$ cat config.mk
export PLATFORM = sky130hd
export DESIGN_NAME = nv_store_recall_seq
export DESIGN_NICKNAME = d
export VERILOG_FILES = /design/src/rtl/nvs_pkg.sv /design/src/rtl/nvs_edge.sv /design/src/rtl/nvs_timer.sv /design/src/rtl/nvs_recall_latch.sv /design/src/rtl/nv_store_recall_seq.sv
export SDC_FILE = /design/constraint.sdc
export NUM_CORES = 1
export LEC_CHECK = 0
export BUFFER_PORTS_ARGS = -buffer_cell sky130_fd_sc_hd__buf_2
export CORE_MARGIN = 1.5
export CORE_UTILIZATION = 52
export DETAILED_ROUTE_END_ITERATION = 8
export PLACE_DENSITY = 0.78
export SLEW_MARGIN = 20
export SYNTH_ARGS = -nofsm -noshare
export SYNTH_HDL_FRONTEND = slang
export SYNTH_SLANG_ARGS = --single-unit
$ cat constraint.sdc
create_clock -name clk -period 1.8 [get_ports clk]
set_input_delay 0.27 -clock clk [delete_from_list [all_inputs] [get_ports clk]]
set_output_delay 0.27 -clock clk [all_outputs]
set_load 0.02 [all_outputs]
$ cat src/rtl/nvs_pkg.sv
package nvs_pkg;

  typedef enum logic [1:0] {
    ST_IDLE   = 2'd0,
    ST_STORE  = 2'd1,
    ST_RECALL = 2'd2
  } nvs_state_t;

  // Strap 0 and 1 launch stores from the supply flag; 2 and 3 use the pin.
  function automatic logic auto_store_on(input logic [1:0] mode);
    return (mode < 2'd2);
  endfunction

  // Only strap 0 disconnects the external supply when a store starts.
  function automatic logic cap_backed(input logic [1:0] mode);
    return (mode == 2'd0);
  endfunction

  // Counter width able to hold n-1.
  function automatic int unsigned ctr_width(input int unsigned n);
    return (n < 3) ? 1 : $clog2(n);
  endfunction

endpackage

$ cat src/rtl/nvs_edge.sv
module nvs_edge #(
  parameter bit RISING = 1'b1
) (
  input  logic clk,
  input  logic rst_n,
  input  logic d,
  output logic hit
);
  logic d_q;

  always_ff @(posedge clk or negedge rst_n) begin
    if (!rst_n) d_q <= 1'b0;
    else        d_q <= d;
  end

  generate
    if (RISING) begin : g_rise
      assign hit = d & ~d_q;
    end else begin : g_fall
      assign hit = ~d & d_q;
    end
  endgenerate
endmodule

$ cat src/rtl/nvs_timer.sv
module nvs_timer #(
  parameter int unsigned W = 8
) (
  input  logic         clk,
  input  logic         rst_n,
  input  logic         load,
  input  logic [W-1:0] load_val,
  output logic         expired
);
  logic [W-1:0] cnt_q;

  always_ff @(posedge clk or negedge rst_n) begin
    if (!rst_n)            cnt_q <= '0;
    else if (load)         cnt_q <= load_val;
    else if (cnt_q != '0)  cnt_q <= cnt_q - 1'b1;
  end

  assign expired = (cnt_q == '0);
endmodule

$ cat src/rtl/nvs_recall_latch.sv
module nvs_recall_latch (
  input  logic clk,
  input  logic rst_n,
  input  logic low_power,
  input  logic grant,
  output logic pending
);
  // Reset counts as a low-power event: the request is held out of reset.
  always_ff @(posedge clk or negedge rst_n) begin
    if (!rst_n)         pending <= 1'b1;
    else if (low_power) pending <= 1'b1;
    else if (grant)     pending <= 1'b0;
  end
endmodule

$ cat src/rtl/nv_store_recall_seq.sv
module nv_store_recall_seq
  import nvs_pkg::*;
#(
  parameter int unsigned STORE_CYC   = 1000000,
  parameter int unsigned RESTORE_CYC = 2000
) (
  input  logic       clk,
  input  logic       rst_n,
  input  logic [1:0] cfg_mode,
  input  logic       v_below_reset,
  input  logic       v_above_switch,
  input  logic       hw_store_req,
  output logic       busy,
  output logic       store_active,
  output logic       recall_active,
  output logic       ext_supply_en,
  output logic       op_done
);
  localparam int unsigned MAX_CYC = (STORE_CYC > RESTORE_CYC) ? STORE_CYC : RESTORE_CYC;
  localparam int unsigned CW      = ctr_width(MAX_CYC);
  localparam logic [CW-1:0] STORE_LD   = CW'(STORE_CYC - 1);
  localparam logic [CW-1:0] RESTORE_LD = CW'(RESTORE_CYC - 1);

  nvs_state_t state_q, state_d;
  logic       fall_hit, pin_hit, recall_pend, t_expired;
  logic       idle, recall_go, auto_go, pin_go, store_go, op_end;
  logic       t_load, disc_q, done_q;
  logic [CW-1:0] t_val;

  nvs_edge #(.RISING(1'b0)) u_switch_fall (
    .clk(clk), .rst_n(rst_n), .d(v_above_switch), .hit(fall_hit)
  );

  nvs_edge #(.RISING(1'b1)) u_pin_rise (
    .clk(clk), .rst_n(rst_n), .d(hw_store_req), .hit(pin_hit)
  );

  nvs_recall_latch u_recall (
    .clk(clk), .rst_n(rst_n), .low_power(v_below_reset),
    .grant(recall_go), .pending(recall_pend)
  );

  nvs_timer #(.W(CW)) u_timer (
    .clk(clk), .rst_n(rst_n), .load(t_load), .load_val(t_val),
    .expired(t_expired)
  );

  // Named launch events, visible to the checker.
  assign idle      = (state_q == ST_IDLE);
  assign recall_go = idle && recall_pend && v_above_switch && !v_below_reset;
  assign auto_go   = idle && auto_store_on(cfg_mode) && fall_hit;
  assign pin_go    = idle && !auto_store_on(cfg_mode) && pin_hit;
  assign store_go  = !recall_go && (auto_go || pin_go);
  assign op_end    = !idle && t_expired;

  always_comb begin
    state_d = state_q;
    t_load  = 1'b0;
    t_val   = STORE_LD;
    unique case (state_q)
      ST_IDLE: begin
        if (recall_go) begin
          state_d = ST_RECALL;
          t_load  = 1'b1;
          t_val   = RESTORE_LD;
        end else if (store_go) begin
          state_d = ST_STORE;
          t_load  = 1'b1;
          t_val   = STORE_LD;
        end
      end
      ST_STORE, ST_RECALL: begin
        if (t_expired) state_d = ST_IDLE;
      end
      default: state_d = ST_IDLE;
    endcase
  end

  always_ff @(posedge clk or negedge rst_n) begin
    if (!rst_n) begin
      state_q <= ST_IDLE;
      disc_q  <= 1'b0;
      done_q  <= 1'b0;
    end else begin
      state_q <= state_d;
      done_q  <= op_end;
      if (store_go && auto_go && cap_backed(cfg_mode)) disc_q <= 1'b1;
      else if (idle && v_above_switch)                  disc_q <= 1'b0;
    end
  end

  assign busy          = !idle;
  assign store_active  = (state_q == ST_STORE);
  assign recall_active = (state_q == ST_RECALL);
  assign ext_supply_en = !disc_q;
  assign op_done       = done_q;
endmodule

==> key figures <==
Clock network
  – Root buffer selected by CTS: clkbuf_4
  – Register clock-pin slew on the reported worst setup and hold paths: 0.15 ns
  – Clock tree from TritonCTS: done
  – TritonCTS sink count: 27
  – Largest buffer count on any clock path: 2
  – H-tree levels: 1
  – Clock insertion delay at the later pin of the skew report: ~0.34 ns
  – CTS Buf Count: 3

Yosys
  – Proportion of synthesized flip-flops having asynchronous set or reset: 100%
  – Number of synthesis warnings: 0
  – Sequential area share after synthesis: between 40 and 50%
  – Post-synth cell types: 38
  – Predominant post-synthesis flop cell: dfrtp_1
  – Combined area of all synthesized cells: 1470 µm²
  – Number of register bits inferred by synthesis: 27
  – Mapped Cells: 151
  – Syn avg cell area: 9.71 µm²
  – Number of synthesized flops with an enable pin: 0
  – Net count after synthesis: 163

Routing
  – DRC violation count after routing: 0
  – Vias: 1345
  – Number of detailed-route iterations in the first pass: 4
  – Final antenna-violating net count: 0
  – Total Routed Length: 3.89 mm
  – Count of routing violations after the opening detailed-route iteration: 54
  – Via density per instance: 5.82
  – Average wire per cell in the routed design: 16.8 µm

Die
  – I/O pin count: 12
  – DIE AREA: about 3100 µm²
  – Initial Util: 54.1%
  – Number of rows created at floorplan: 19
  – Placeable core region: 2710 µm²
  – Width of the die: 56.1 µm
  – Die Y-Extent: approximately 56 µm

Critical path
  – Length in cells of the worst reg-to-reg path: 4
  – Required time at the worst-slack endpoint: 2.08 ns
  – Crit path DAT: 2.15 ns
  – Startpoint type of the worst setup path: flop
  – Startpoint of the worst register-to-register path: u_timer.cnt_q[11]
  – Start point of the critical path: u_timer.cnt_q[11]
  – Highest fanout seen on the critical path: 5
  – Reg-to-reg slack, setup: -0.07 ns
  – Crit path kind: flop to flop
  – Crit path capture type: flop
  – End of the worst register-to-register path: u_timer.cnt_q[15]

Power
  – Pleak: around 0.86 nW
  – Share of power burned in the clock network: 10.1%
  – Sequential cell fraction of total power: about two fifths
  – Switch share: about two fifths
  – Internal Power: 0.00157 W
  – Pwr per Cell Area: 1320 nW/µm²
  – Logic gate share of total power: 49.9%
  – NetSw: roughly 0.0011 W
  – Peak supply drop: 1110 µV

Global route
  – Number of antenna violations at the first check in global routing: 0
  – Global-route wire length before repair: roughly 6.0 mm
  – Largest net degree at the start of global routing: 28
  – All-layer global routing usage: 24.3%
  – Vias in the first global route: 1310
  – Total overflow reported by the global router: 0

STA
  – Unrepaired setup endpoints after global routing: yes
  – Post-route minimum period: 1.87 ns
  – Final Slew Violations: 0
  – Final hold violation count: 0
  – Headroom to the max-slew limit: 60.5%
  – Crit path setup slack, layout: -0.0698 ns
  – Achievable frequency: 535 MHz
  – Worst-case clock skew: 0.00453 ns
  – Fin crit share: 104%
  – Endpoints failing setup: 2
  – Actual slew at the worst max-slew pin: between 0.5 and 0.6 ns

Job
  – Max_cap viols: 0

Placement
  – Inst Count DP: 218
  – Port Buffer Count: 11
  – Total half-perimeter wirelength after legalization and detailed placement: 2.52 mm
  – Final estimated routing congestion in global placement: 0.953

Cells and area
  – Signed area change from the synthesized netlist to the final layout: 38.9%
  – Ant diodes: 0
  – Layout cell share with drive strength beyond 1: 42.5%
  – Fraction of the core area covered by cells at the end of the flow: 75.2%
  – Number of nets in the layout: 213
  – Count of non-filler cells in the finished layout: 231

Worst hold path
  – Worst hold start: hw_store_req
  – Cell count of the worst hold path: 1
  – Endpoint of the worst hold-timing path: u_pin_rise.d_q
  – Worst Hold Class: input port to flop

Run status
  – Violations in the final reports: negative setup slack
  – Outcome: finished, violations left
-- logic make-up (layout without fill, tap and decap cells) --
| group | after synthesis | count (layout) | synth area share (%) |
|---|---|---|---|
| adder cells (fa/ha/maj) | 5 | 5 | 4.27 |
| XOR/XNOR | 12 | 12 | 7.17 |
| buffers and inverters | 9 | 58 | 2.30 |
| multiplexers | 1 | 1 | 0.683 |
| flip-flops | 27 | 27 | 46.2 |
| AO/OA/AOI/OAI | 28 | 28 | 11.2 |
| AND/OR/NAND/NOR | 69 | 69 | 28.2 |
-- cells in the final DEF, fill, tap and decap left out, types with 4 or more instances in the layout --
cell type  netlist  final
buf_4            0     32
dfrtp_1         26     23
nand2_1         13     11
buf_2            0     11
nor2_1          10      8
inv_1            7      6
nor3_1           7      6
xnor2_1          6      6
xor2_1           6      6
o21ai_0         10      6
nor4_4           1      5
a21oi_1          7      5
nor3b_2          0      4
o21ai_1          1      4
or3_1            5      4
-- registers in the layout, indices dropped and copies added, names as in the netlist --
name	count
disc_q	1
op_done	1
state_q	2
u_pin_rise.d_q	1
u_recall.pending	1
u_switch_fall.d_q	1
u_timer.cnt_q	20
-- worst max path at each step --
stage	endpoint	slack (ns)	depth (start not counted)
after detailed placement	u_timer.cnt_q[0]	-0.12	7
after CTS	u_timer.cnt_q[15]	-0.04	4
final	u_timer.cnt_q[15]	-0.07	4
after global placement	u_timer.cnt_q[0]	-0.08	8
after floorplan	u_timer.cnt_q[15]	-0.05	5
after global routing	u_timer.cnt_q[15]	-0.11	5
-- synth_stat cells (all sizes together), types with 2 or more instances --
master / count / share of area, %
nor2: 10 / 2.6
nor4: 9 / 5.3
xnor2: 6 / 3.6
o31ai: 3 / 1.5
a21oi: 7 / 2.4
nor3b: 7 / 3.6
nand3: 3 / 1.4
or3: 5 / 2.1
clkbuf: 2 / 0.51
nand4: 3 / 1.3
ha: 5 / 4.3
dfrtp: 26 / 44
and3: 2 / 0.85
xor2: 6 / 3.6
inv: 7 / 1.8
nand2: 13 / 3.3
o21ai: 11 / 3.8
o21a: 2 / 1.0
or4: 2 / 1.0
nor3: 7 / 2.4
a21o: 2 / 1.0
-- layer usage --
metal	track usage, %	part of all wire, %
met5	0	0
met4	10.9	1.9
met3	2.33	2.7
met2	38.5	50
met1	33.6	45
-- repair_timing --
item,4_1_cts,5_1_grt
endpoints found under the hold margin,26,0
hold buffers,1,0
pin swaps,2,8
buffers inserted,4,4
resized for setup,8,34
cloned,0,0
endpoints found under the setup margin,18,23
-- power groups by stage --
stage / registers, W / logic, W / clock network [W]
global placement: 0.00101 / 0.00101 / 0
floorplan: 0.00102 / 0.000573 / 0
global route: 0.00110 / 0.00147 / 0.000295
detailed placement: 0.00103 / 0.00104 / 0
CTS: 0.00103 / 0.00111 / 0.000273
finish: 0.00108 / 0.00135 / 0.000272
-- per-stage QoR --
stage               hold slack [ns]  setup slack [ns]  power (W)  area (µm²)  TNS, ns
finish                       0.0374           -0.0698    0.00270        2040  -0.0905
global route                 0.0375            -0.105    0.00287        2040   -0.588
CTS                          0.0419           -0.0446    0.00242        1870  -0.0653
detailed placement            0.307            -0.122    0.00207        1760   -0.530
global placement              0.301           -0.0781    0.00202        1760   -0.126
floorplan                   -0.0256           -0.0496    0.00160        1470  -0.0496
-- critical path, cell delays in order, from the launching register on --
cell and delay, ns:
dfrtp_2 0.47, or3_4 0.40, or4_4 0.48, or3_1 0.34, a21oi_2 0.12
-- layout make-up --
class	instances	area (µm²)
clock buffer	3	22.5
clock inverter	1	5.00
fill	173	673
inverter	7	28.8
multi-input combinational	115	922
sequential	27	681
tap	31	38.8
timing repair buffer	47	339
Note: power is estimated with default switching activity, not from simulation.
